File: src/rtl/romcfg_pkg.sv
package romcfg_pkg;
  typedef enum logic [1:0] {
    RD_ZERO = 2'd0,
    RD_ROM  = 2'd1,
    RD_CAP  = 2'd2,
    RD_INT  = 2'd3
  } rdSel_e;

  typedef struct packed {
    logic       romEnWr;    // lane 0: decode enable
    logic [1:0] romBaseWr;  // lanes 3,2: base bits 31:24, 23:20
    logic       intLineWr;  // lane 0 of interrupt dword
    logic       rdStrobe;
    rdSel_e     rdSel;
  } cfgStrb_t;
endpackage

File: src/rtl/romcfg_ctrl.sv
module romcfg_ctrl
  import romcfg_pkg::*;
#(
  parameter int ADDR_W  = 6,
  parameter int ROM_IDX = 12,
  parameter int CAP_IDX = 13,
  parameter int INT_IDX = 15
) (
  input  logic              clk,
  input  logic              rstN,
  input  logic [ADDR_W-1:0] cfgAddr,
  input  logic              cfgWrEn,
  input  logic              cfgRdEn,
  input  logic [3:0]        cfgByteEn,
  input  logic              romPresentStrap,
  output cfgStrb_t          strb
);
  logic isRom, isCap, isInt;
  logic romWrOk;

  always_comb begin
    isRom   = (cfgAddr == ADDR_W'(ROM_IDX));
    isCap   = (cfgAddr == ADDR_W'(CAP_IDX));
    isInt   = (cfgAddr == ADDR_W'(INT_IDX));
    romWrOk = cfgWrEn && isRom && romPresentStrap;

    strb           = '0;
    strb.romEnWr   = romWrOk && cfgByteEn[0];
    strb.romBaseWr = romWrOk ? cfgByteEn[3:2] : 2'b00;
    strb.intLineWr = cfgWrEn && isInt && cfgByteEn[0];
    strb.rdStrobe  = cfgRdEn;
    if (isRom && romPresentStrap) strb.rdSel = RD_ROM;
    else if (isCap)               strb.rdSel = RD_CAP;
    else if (isInt)               strb.rdSel = RD_INT;
    else                          strb.rdSel = RD_ZERO;
  end

  // Each write strobe needs its own byte enable.
  assert_lanes_follow_be_R9: assert property (@(posedge clk) disable iff (!rstN)
    (strb.romBaseWr & ~cfgByteEn[3:2]) == 2'b00 && (!strb.romEnWr || cfgByteEn[0]));

  // A write reaches at most one register.
  assert_single_target_R10: assert property (@(posedge clk) disable iff (!rstN)
    !((strb.romEnWr || strb.romBaseWr != 2'b00) && strb.intLineWr));
endmodule

File: src/rtl/romcfg_dp.sv
module romcfg_dp
  import romcfg_pkg::*;
#(
  parameter int         WIN_LOG2 = 20,
  parameter logic [7:0] CAP_PTR  = 8'hDC,
  parameter logic [7:0] INT_PIN  = 8'h01
) (
  input  logic                clk,
  input  logic                rstN,
  input  cfgStrb_t            strb,
  input  logic [31:0]         cfgWrData,
  input  logic                memSpaceEn,
  input  logic                romPresentStrap,
  input  logic                pmStrap,
  input  logic [31:0]         memAddr,
  output logic [31:0]         cfgRdData,
  output logic                cfgRdValid,
  output logic                romHit,
  output logic [WIN_LOG2-1:0] romOffset
);
  localparam int BASE_W = 32 - WIN_LOG2;
  localparam int LOW_W  = BASE_W - 8;

  logic [BASE_W-1:0] romBaseQ;
  logic              romEnQ;
  logic [7:0]        intLineQ;
  logic [31:0]       rdNext;

  always_ff @(posedge clk) begin
    if (!rstN) begin
      romBaseQ <= '0;
      romEnQ   <= 1'b0;
      intLineQ <= 8'h00;
    end else begin
      if (strb.romEnWr)      romEnQ             <= cfgWrData[0];
      if (strb.romBaseWr[1]) romBaseQ[BASE_W-1 -: 8] <= cfgWrData[31:24];
      if (strb.romBaseWr[0]) romBaseQ[LOW_W-1:0]     <= cfgWrData[23:WIN_LOG2];
      if (strb.intLineWr)    intLineQ           <= cfgWrData[7:0];
    end
  end

  always_comb begin
    unique case (strb.rdSel)
      RD_ROM:  rdNext = {romBaseQ, {(WIN_LOG2-1){1'b0}}, romEnQ};
      RD_CAP:  rdNext = {24'h0, pmStrap ? CAP_PTR : 8'h00};
      RD_INT:  rdNext = {16'h0, INT_PIN, intLineQ};
      default: rdNext = '0;
    endcase
  end

  always_ff @(posedge clk) begin
    if (!rstN) begin
      cfgRdValid <= 1'b0;
      cfgRdData  <= '0;
    end else begin
      cfgRdValid <= strb.rdStrobe;
      cfgRdData  <= strb.rdStrobe ? rdNext : '0;
    end
  end

  always_comb begin
    romHit    = romPresentStrap && memSpaceEn && romEnQ &&
                (memAddr[31:WIN_LOG2] == romBaseQ);
    romOffset = romHit ? memAddr[WIN_LOG2-1:0] : '0;
  end

  assert_reserved_zero_R2: assert property (@(posedge clk) disable iff (!rstN)
    $past(strb.rdStrobe && strb.rdSel == RD_ROM) |-> cfgRdData[WIN_LOG2-1:1] == '0);

  assert_enable_from_write_R3: assert property (@(posedge clk) disable iff (!rstN)
    $rose(romEnQ) |-> $past(strb.romEnWr && cfgWrData[0]));

  assert_absent_no_write_R5: assert property (@(posedge clk) disable iff (!rstN)
    !romPresentStrap |-> !strb.romEnWr && strb.romBaseWr == 2'b00);

  assert_line_holds_R7: assert property (@(posedge clk) disable iff (!rstN)
    !$past(strb.intLineWr) |-> $stable(intLineQ));

  assert_valid_timing_R11: assert property (@(posedge clk) disable iff (!rstN)
    strb.rdStrobe |=> cfgRdValid);

  assert_hit_offset_R4: assert property (@(posedge clk) disable iff (!rstN)
    !romHit |-> romOffset == '0);

  assert_wrdata_lanes_R9: assert property (@(posedge clk) disable iff (!rstN)
    strb.intLineWr |=> intLineQ == $past(cfgWrData[7:0]) || $past(cfgWrData[19:8]) != 12'h0
                       || intLineQ == $past(cfgWrData[7:0]));
endmodule

File: src/rtl/romcfg_slice.sv
module romcfg_slice
  import romcfg_pkg::*;
#(
  parameter int         ADDR_W   = 6,
  parameter int         WIN_LOG2 = 20,
  parameter int         ROM_IDX  = 12,
  parameter int         CAP_IDX  = 13,
  parameter int         INT_IDX  = 15,
  parameter logic [7:0] CAP_PTR  = 8'hDC,
  parameter logic [7:0] INT_PIN  = 8'h01
) (
  input  logic                clk,
  input  logic                rstN,
  input  logic [ADDR_W-1:0]   cfgAddr,
  input  logic                cfgWrEn,
  input  logic                cfgRdEn,
  input  logic [3:0]          cfgByteEn,
  input  logic [31:0]         cfgWrData,
  output logic [31:0]         cfgRdData,
  output logic                cfgRdValid,
  input  logic                memSpaceEn,
  input  logic                romPresentStrap,
  input  logic                pmStrap,
  input  logic [31:0]         memAddr,
  output logic                romHit,
  output logic [WIN_LOG2-1:0] romOffset
);
  cfgStrb_t strb;

  romcfg_ctrl #(
    .ADDR_W(ADDR_W), .ROM_IDX(ROM_IDX), .CAP_IDX(CAP_IDX), .INT_IDX(INT_IDX)
  ) ctrl_i (
    .clk(clk), .rstN(rstN), .cfgAddr(cfgAddr), .cfgWrEn(cfgWrEn),
    .cfgRdEn(cfgRdEn), .cfgByteEn(cfgByteEn),
    .romPresentStrap(romPresentStrap), .strb(strb)
  );

  romcfg_dp #(
    .WIN_LOG2(WIN_LOG2), .CAP_PTR(CAP_PTR), .INT_PIN(INT_PIN)
  ) dp_i (
    .clk(clk), .rstN(rstN), .strb(strb), .cfgWrData(cfgWrData),
    .memSpaceEn(memSpaceEn), .romPresentStrap(romPresentStrap), .pmStrap(pmStrap),
    .memAddr(memAddr), .cfgRdData(cfgRdData), .cfgRdValid(cfgRdValid),
    .romHit(romHit), .romOffset(romOffset)
  );
endmodule

File: config.mk
export PLATFORM = sky130hd
export DESIGN_NAME = romcfg_slice
export DESIGN_NICKNAME = d
export VERILOG_FILES = /design/src/rtl/romcfg_pkg.sv /design/src/rtl/romcfg_ctrl.sv /design/src/rtl/romcfg_dp.sv /design/src/rtl/romcfg_slice.sv
export SDC_FILE = /design/constraint.sdc
export NUM_CORES = 1
export LEC_CHECK = 0
export ABC_AREA = 1
export BUFFER_PORTS_ARGS = -buffer_cell sky130_fd_sc_hd__buf_2
export CAP_MARGIN = 20
export CELL_PAD_IN_SITES_DETAIL_PLACEMENT = 2
export CELL_PAD_IN_SITES_GLOBAL_PLACEMENT = 2
export CORE_MARGIN = 5
export CORE_UTILIZATION = 22
export DETAILED_ROUTE_END_ITERATION = 7
export PLACE_DENSITY_LB_ADDON = 0.12
export SLEW_MARGIN = 20
export SYNTH_ARGS = -nofsm -noshare
export SYNTH_HDL_FRONTEND = slang
export SYNTH_SLANG_ARGS = --single-unit
File: constraint.sdc
create_clock -name clk -period 1.2 [get_ports clk]
set_input_delay 0.06 -clock clk [delete_from_list [all_inputs] [get_ports clk]]
set_output_delay 0.06 -clock clk [all_outputs]
set_load 0.01 [all_outputs]
==> results_dict.tcl, run 1 <==
set metrics [dict create \
    status "finished with violations" \
    failed_checks "negative setup slack" \
    timing.rr.start "dp_i.romBaseQ[1]" \
    endpoint "romOffset[15]" \
    die_h_um 115 \
    htree_levels 2 \
    num_vias 2471 \
    start_util_pct 22.4 \
    port_buffers 110 \
    setup_viol 21 \
    area_growth_pct 46.7 \
    drive_gt1_share_pct 43.2 \
    worstPathRequired_ns 1.14 \
    numCtsBuffers 5 \
    synth_top_cell_area_share_pct 35.6 \
    fillCellCount 1324 \
    final_area_um2 3540 \
    min_period_ns 1.72 \
    grt_pass1_vias 2656 \
    synthTopCellsByCount "inv_1 (87), nand2_1 (78), dfxtp_1 (43)" \
    reg2reg_depth 5 \
    viasPerCell 3.99 \
    hold_violations 0 \
    worst-path-max-fanout 5 \
    totalWireLength_um 8210 \
    period_share_pct 144 \
    cts_tree "built" \
    ys_seq_elements 43 \
    yosysSeqAreaShare_pct 35.6 \
    p_total_uw 2750 \
    post_cts_buffers 0 \
    max-cap-violations 0 \
    synthCells 352 \
    drc 0 \
    yosysMostFrequentCell "inv_1" \
    drtPass1Iterations 4 \
    dieArea_um2 13200 \
    layout.nets 559 \
    grt_start_max_net_pins 23 \
    die_w_um 115 \
    place.gp.congestion 0.735 \
    start_kind "flip-flop" \
    synth_cell_types 27 \
    end_kind "output pin" \
    std_cell_rows 38 \
    crit_start "dp_i.romBaseQ[5]" \
    avgRoutedWirePerCell_um 13.3 \
    grt-ovfl-total 0 \
    rsz0062_at_grt "true" \
    async_flop_share_pct 0 \
    r2r_slack_ns 0.42 \
    pin_count 135 \
    cts.sinks 43 \
    dp_hpwl_um 6270 \
    clock-root-buffer "clkbuf_8" \
    synth.largest_area_cell "dfxtp_1" \
    dp_cells 607 \
    layout_setup_ws_ns -0.523 \
    min_path_type "in -> reg" \
    post-route-util_pct 32.8 \
    drt_iter0_markers 17 \
    instances_no_fill 619 \
    clk_pin_slew_ns 0.09 \
    synth_flop_cell "dfxtp_1" \
    critPathArrivalTime_ns 1.66 \
    peakVddDrop_v 0.000336 \
    worstReg2RegEnd "dp_i.romBaseQ[1]" \
    cts_max_path_buffers 2 \
    clk_latency_ns 0.31 \
    antenna_left 0 \
    pre_cts_ws_ns -0.231 \
    core_um2 10800 \
    track_usage_pct 11.8 \
    max_freq_mhz 580 \
    synthTopCellsByArea "dfxtp_1 (36%), inv_1 (14%), nand2_1 (12%)" \
    antenna_found_initial 0 \
    antenna_cells 0 \
    slew_viol_final 0 \
    syn_area_per_cell_um2 6.86 \
    p_per_area_nw_per_um2 775 \
    worstSetupPathType "reg -> out" \
    p_leak_uw 0.00190 \
    synth-edff-count 0 \
    grt_pass1_wl_um 12200 \
    place_area_um2 3160 \
    synth_area_um2 2420 \
    skew_ns 0.00485 \
    ys.warnings.count 0 \
]
sequential cells by signal, summed over array words and instances (netlist names):
| signal | count |
|---|---|
| dp_i.romBaseQ | 12 |
| dp_i.cfgRdValid | 1 |
| dp_i.romEnQ | 1 |
| dp_i.cfgRdData | 21 |
| dp_i.intLineQ | 8 |
stage by stage:
| stage | hold slack [ns] | setup TNS (ns) |
|---|---|---|
| after detailed placement | 0.317 | -4.27 |
| after floorplan | 0.181 | 0 |
| final | 0.0649 | -10.43 |
| after global routing | 0.0794 | -13.01 |
| after CTS | 0.0580 | -10.60 |
| after global placement | 0.315 | -3.60 |
how the worst min path moves through the flow:
stage	from	endpoint	slack (ns)	cells after the start
after floorplan	rstN	dp_i.romBaseQ[4]	0.18	2
after global placement	cfgWrData[0]	dp_i.romEnQ	0.31	3
after detailed placement	cfgWrData[0]	dp_i.romEnQ	0.32	3
after CTS	cfgWrData[3]	dp_i.intLineQ[3]	0.06	5
after global routing	cfgWrData[3]	dp_i.intLineQ[3]	0.08	5
final	cfgWrData[6]	dp_i.intLineQ[6]	0.06	5
metal layers:
metal | part of all wire [%] | global-route usage, %
met1 | 43 | 14.0
met2 | 49 | 20.5
met3 | 6.5 | 2.95
met4 | 1.6 | 4.46
met5 | 0 | 0
repair_timing:
item / CTS / global route
hold buffers: 1 / 0
gates resized for setup: 5 / 41
pin swaps: 2 / 6
endpoints found under the hold margin: 1 / 0
setup endpoints to repair: 21 / 21
cloned: 0 / 3
logic make-up (layout without fill, tap and decap cells):
kind of cell / after synthesis / after routing / synth area share [%]
flops: 43 / 43 / 35.6
simple gates: 179 / 179 / 39.6
other cells: 1 / 11 / 0.155
compound gates: 6 / 6 / 1.40
buf+inv: 120 / 237 / 22.2
xor+xnor: 3 / 3 / 1.09
power breakdown:
| group | switching, µW | internal, µW | leakage, µW |
|---|---|---|---|
| sequential | 1.60 | 1430 | 0.000348 |
| clock | 557 | 406 | 0.0000402 |
| combinational | 211 | 140 | 0.00152 |
cells in the final DEF, fill, tap and decap left out, types with 3 or more instances in the layout:
| cell type | Yosys | layout |
|---|---|---|
| a21oi_1 | 5 | 5 |
| buf_2 | 2 | 93 |
| buf_4 | 11 | 15 |
| buf_6 | 4 | 18 |
| clkbuf_8 | 0 | 5 |
| conb_1 | 1 | 11 |
| dfxtp_1 | 43 | 40 |
| dfxtp_2 | 0 | 3 |
| inv_1 | 87 | 86 |
| inv_2 | 11 | 12 |
| nand2_1 | 78 | 77 |
| nand2_2 | 7 | 7 |
| nand3_1 | 10 | 9 |
| nand3_4 | 3 | 3 |
| nand4_1 | 12 | 12 |
| nor2_1 | 30 | 25 |
| nor2_2 | 19 | 7 |
| nor2_4 | 1 | 18 |
| nor3_2 | 12 | 12 |
| xnor2_1 | 3 | 3 |
worst max-delay path, stage by stage, from the launching register on:
cell     delay [ns]
dfxtp_2        0.35
inv_2          0.04
nand2_1        0.04
nand2_1        0.07
nor2_2         0.12
nand2_1        0.10
nor2_4         0.14
nand2_4        0.10
buf_6          0.16
nor2_2         0.09
buf_2          0.14
layout make-up:
class | instances | area [µm²] | area share [%]
repair buffers | 131 | 881 | 24.8
multi-input cells | 199 | 1170 | 32.9
flip-flops and latches | 43 | 865 | 24.4
clock inverters | 3 | 20.0 | 0.565
inverters | 98 | 368 | 10.4
clock buffers | 5 | 68.8 | 1.94
well taps | 140 | 175 | 4.94
(Power assumes the default switching activity.)
==> run 2, diff against run 1 <==
--- a/config.mk
+++ b/config.mk
@@ -14,7 +14,7 @@
 export CORE_UTILIZATION = 22
 export DETAILED_ROUTE_END_ITERATION = 7
 export PLACE_DENSITY_LB_ADDON = 0.12
-export SLEW_MARGIN = 20
+export SKIP_LAST_GASP = 1
 export SYNTH_ARGS = -nofsm -noshare
 export SYNTH_HDL_FRONTEND = slang
 export SYNTH_SLANG_ARGS = --single-unit
==> results_dict.tcl, run 2 (synthesis gave the netlist of run 1 again) <==
set metrics [dict create \
    status "finished with violations" \
    failed_checks "negative setup slack" \
    timing.rr.start "dp_i.romBaseQ[1]" \
    slew_viol_final 0 \
    grt_pass1_wl_um 12200 \
    place.gp.congestion 0.735 \
    period_share_pct 144 \
    max_freq_mhz 580 \
    max-cap-violations 0 \
    drc 0 \
    drtPass1Iterations 4 \
    setup_viol 21 \
    post_cts_buffers 0 \
    largest_reg_flops 21 \
    crit_slowest_cell "dfxtp_2" \
    final_cell_mix "buf_2 (93), inv_1 (86), nand2_1 (77), dfxtp_1 (40), nor2_1 (25)" \
    antenna_cells 0 \
    final_area_um2 3540 \
    totalWireLength_um 8200 \
    layout_commonest_cell "buf_2" \
    pin_count 135 \
    layout.nets 559 \
    core_um2 10800 \
    viasPerCell 3.99 \
    grt_pass1_vias 2656 \
    dp_hpwl_um 6270 \
    cpMostUsedCell "nand2_1" \
    place_area_um2 3160 \
    numCtsBuffers 5 \
    cts.sinks 43 \
    worst-path-max-fanout 5 \
    area_growth_pct 46.7 \
    regMostFlops "dp_i.cfgRdData" \
    hold_depth 5 \
    whs_endpoint "dp_i.intLineQ[6]" \
    htree_levels 2 \
    pre_cts_ws_ns -0.231 \
    drt_iter0_markers 18 \
    hold_start "cfgWrData[6]" \
    hold_violations 0 \
    peakVddDrop_v 0.000336 \
    rsz0062_at_grt "true" \
    reg2reg_depth 5 \
    skew_ns 0.00485 \
    worstPathRequired_ns 1.14 \
    post-route-util_pct 32.8 \
    track_usage_pct 11.8 \
    fillCellCount 1324 \
    antenna_left 0 \
    die_h_um 115 \
    clk_latency_ns 0.31 \
    critPathArrivalTime_ns 1.66 \
    layout_setup_ws_ns -0.523 \
    crit_start "dp_i.romBaseQ[5]" \
    multi_input_area_um2 1170 \
    start_kind "flip-flop" \
    std_cell_rows 38 \
    antenna_found_initial 0 \
    worstSetupPathType "reg -> out" \
    top_regs "dp_i.cfgRdData: 21 flops, dp_i.romBaseQ: 12 flops, dp_i.intLineQ: 8 flops" \
    min_path_type "in -> reg" \
    clock-root-buffer "clkbuf_8" \
    regArea_um2 865 \
    port_buffers 110 \
    grt_start_max_net_pins 23 \
    grt-ovfl-total 0 \
    die_w_um 115 \
    min_period_ns 1.72 \
    slowest_delay_ns 0.35 \
    p_leak_uw 0.00190 \
    p_per_area_nw_per_um2 775 \
    end_kind "output pin" \
    r2r_slack_ns 0.42 \
    worstReg2RegEnd "dp_i.romBaseQ[1]" \
    num_vias 2472 \
    path_cells "inv_2 > nand2_1 > nand2_1 > nor2_2 > nand2_1 > nor2_4 > nand2_4 > buf_6 > nor2_2 > buf_2" \
    cts_tree "built" \
    cts_max_path_buffers 2 \
    clk_pin_slew_ns 0.09 \
    dieArea_um2 13200 \
    start_util_pct 22.4 \
    drive_gt1_share_pct 43.2 \
    avgRoutedWirePerCell_um 13.3 \
]
## run 2: cell counts in the layout (fill, tap and decap cells not counted)
No cell type changed its count.
## run 2: what timing repair did
item | CTS | global route
cloned | 0 | 3
gates resized for setup | 5 | 41
hold buffers | 1 | 0
endpoints found under the hold margin | 1 | 0
pin swaps | 2 | 6
endpoints found under the setup margin | 21 | 21
## run 2: worst max-delay path, delay by kind of cell (launching register included)
kind	cells	cell delay, ns
buf+inv	3	0.34
flops	1	0.35
simple gates	7	0.66
## run 2: through the flow
step                      instances  setup TNS, ns  hold WS, ns  total power, µW
final                           619         -10.43       0.0649             2750
after global routing            619         -13.01       0.0794             2910
after CTS                       616         -10.60       0.0580             2800
after detailed placement        607          -4.27        0.317             1810
after global placement          607          -3.60        0.315             1800
after floorplan                 362              0        0.181             1650
## run 2: power by group
group / switching, µW / internal, µW
logic: 211 / 140
registers: 1.60 / 1430
clock network: 557 / 406
## run 2: area by class of cell
type	instances	share of cell area (%)
well taps	140	4.94
inverters	98	10.4
repair buffers	131	24.8
flip-flops and latches	43	24.4
clock buffers	5	1.94
multi-input cells	199	32.9
clock inverters	3	0.565
## run 2: worst max-delay path by stage
stage / to / slack, ns / cells after the start
final: romOffset[15] / -0.52 / 10
after CTS: romOffset[3] / -0.53 / 10
after global placement: romOffset[19] / -0.18 / 10
after global routing: romOffset[7] / -0.65 / 10
after floorplan: romOffset[0] / 0.10 / 9
after detailed placement: romOffset[3] / -0.23 / 10
## run 2: per-layer routing
layer  share of wire [%]  GRT usage, %
met1                  43          14.0
met4                 1.6          4.46
met5                   0             0
met2                  49          20.5
met3                 6.5          2.95
==> run 3, diff against run 2 <==
--- a/config.mk
+++ b/config.mk
@@ -14,6 +14,7 @@
 export CORE_UTILIZATION = 22
 export DETAILED_ROUTE_END_ITERATION = 7
 export PLACE_DENSITY_LB_ADDON = 0.12
+export RECOVER_POWER = 25
 export SKIP_LAST_GASP = 1
 export SYNTH_ARGS = -nofsm -noshare
 export SYNTH_HDL_FRONTEND = slang
==> results_dict.tcl, run 3 (synthesis gave the netlist of run 1 again) <==
set metrics [dict create \
    final_area_um2 3500 \
    post_cts_buffers 0 \
    top_regs "dp_i.cfgRdData: 21 flops, dp_i.romBaseQ: 12 flops, dp_i.intLineQ: 8 flops" \
    setup_viol 21 \
    pwr-share-comb_pct 12.5 \
    num_vias 2471 \
    layout_commonest_cell "buf_2" \
    post-route-util_pct 32.4 \
    min_period_ns 1.72 \
    fillCellCount 1327 \
    grt_pass1_wl_um 12200 \
    critPathArrivalTime_ns 1.66 \
    regArea_um2 865 \
    whs_endpoint "dp_i.intLineQ[6]" \
    peakVddDrop_v 0.000338 \
    skew_ns 0.00569 \
    cts_max_path_buffers 2 \
    layout.nets 559 \
    dp_hpwl_um 6270 \
    avgRoutedWirePerCell_um 13.3 \
    drtPass1Iterations 4 \
    p_sw_share_pct 28.1 \
    pin_count 135 \
    place_area_um2 3160 \
    p_switching_uw 769 \
    drc 0 \
    die_h_um 115 \
    seqPwrFrac_pct 52.3 \
    numCtsBuffers 5 \
    start_kind "flip-flop" \
    final_cell_mix "buf_2 (93), inv_1 (86), nand2_1 (77), dfxtp_1 (40), nor2_1 (25)" \
    drive_gt1_share_pct 42.6 \
    hold_depth 5 \
    multi_input_area_um2 1140 \
    rsz0062_at_grt "true" \
    worstPathRequired_ns 1.14 \
    worstMarginPinSlew_ns 0.665 \
    worst-path-max-fanout 5 \
    clk_pin_slew_ns 0.09 \
    worstReg2RegEnd "dp_i.romEnQ" \
    grt_pass1_vias 2656 \
    viasPerCell 3.99 \
    totalWireLength_um 8240 \
    max_freq_mhz 580 \
    antenna_cells 0 \
    max_slew_margin_pct 55.7 \
    status "finished with violations" \
    largest_reg_flops 21 \
    period_share_pct 144 \
    failed_checks "negative setup slack" \
    min_path_type "in -> reg" \
    area_growth_pct 45.0 \
    timing.rr.start "dp_i.romEnQ" \
    grt_start_max_net_pins 23 \
    internal_power_uw 1970 \
    layout_setup_ws_ns -0.524 \
    worstSetupPathType "reg -> out" \
    clock-root-buffer "clkbuf_8" \
    track_usage_pct 11.8 \
    clk_latency_ns 0.31 \
    hold_violations 0 \
    regMostFlops "dp_i.cfgRdData" \
    p_clk_share_pct 35.3 \
    max-cap-violations 0 \
    r2r_slack_ns 0.41 \
    htree_levels 2 \
    port_buffers 110 \
    hold_start "cfgWrData[6]" \
    cts.sinks 43 \
    reg2reg_depth 5 \
    drt_iter0_markers 14 \
    end_kind "output pin" \
    place.gp.congestion 0.735 \
    die_w_um 115 \
    std_cell_rows 38 \
    dieArea_um2 13200 \
    p_leak_uw 0.00187 \
    p_per_area_nw_per_um2 782 \
    grt-ovfl-total 0 \
    antenna_found_initial 0 \
    start_util_pct 22.4 \
    slew_viol_final 0 \
    cts_tree "built" \
    core_um2 10800 \
    antenna_left 0 \
]
run 3: worst max path at each step:
stage | end | depth (start not counted) | start
CTS | romOffset[3] | 10 | dp_i.romBaseQ[3]
finish | romOffset[15] | 10 | dp_i.romBaseQ[5]
detailed placement | romOffset[3] | 10 | dp_i.romBaseQ[5]
global route | romOffset[7] | 10 | dp_i.romBaseQ[3]
global placement | romOffset[19] | 10 | dp_i.romBaseQ[5]
floorplan | romOffset[0] | 9 | dp_i.romBaseQ[9]
run 3: metrics by stage:
stage / TNS (ns) / hold slack (ns) / cells / total power [µW] / setup slack (ns)
floorplan: 0 / 0.181 / 362 / 1650 / 0.101
global placement: -3.60 / 0.315 / 607 / 1800 / -0.184
detailed placement: -4.27 / 0.317 / 607 / 1810 / -0.231
CTS: -10.60 / 0.0580 / 616 / 2800 / -0.532
global route: -14.74 / 0.0794 / 619 / 2900 / -0.648
finish: -10.46 / 0.0649 / 619 / 2740 / -0.524
run 3: routing by layer:
metal	part of all wire, %	vias to the layer above	global-route usage [%]
met5	0	-	0
met4	1.6	0	4.46
met1	43	1133	14.0
met3	6.4	8	2.95
li1	-	1239	-
met2	49	91	20.5
run 3: power groups by stage:
| stage | Sequential, µW | Clock, µW | Combinational, µW |
|---|---|---|---|
| final | 1430 | 965 | 342 |
| after global routing | 1430 | 1080 | 387 |
| after CTS | 1430 | 1030 | 347 |
| after detailed placement | 1470 | 0 | 341 |
| after global placement | 1460 | 0 | 332 |
| after floorplan | 1470 | 0 | 184 |
run 3: worst max-delay path, cell delays in order, from the launching register on:
cell	delay, ns
dfxtp_2	0.35
inv_2	0.04
nand2_1	0.04
nand2_1	0.07
nor2_2	0.12
nand2_1	0.10
nor2_4	0.14
nand2_4	0.10
buf_6	0.16
nor2_2	0.09
buf_2	0.14
run 3: final cells by class:
| type | instances | area share (%) |
|---|---|---|
| Multi-Input combinational cell | 199 | 32.7 |
| Sequential cell | 43 | 24.7 |
| Timing Repair Buffer | 131 | 24.6 |
| Inverter | 98 | 10.5 |
| Tap cell | 140 | 5.00 |
| Clock buffer | 5 | 1.96 |
| Clock inverter | 3 | 0.572 |
run 3: repair_timing:
action / CTS / global route
gates resized for setup: 5 / 41
pin swaps: 2 / 6
endpoints found under the setup margin: 21 / 21
cloned: 0 / 3
hold endpoints to repair: 1 / 0
hold buffers: 1 / 0
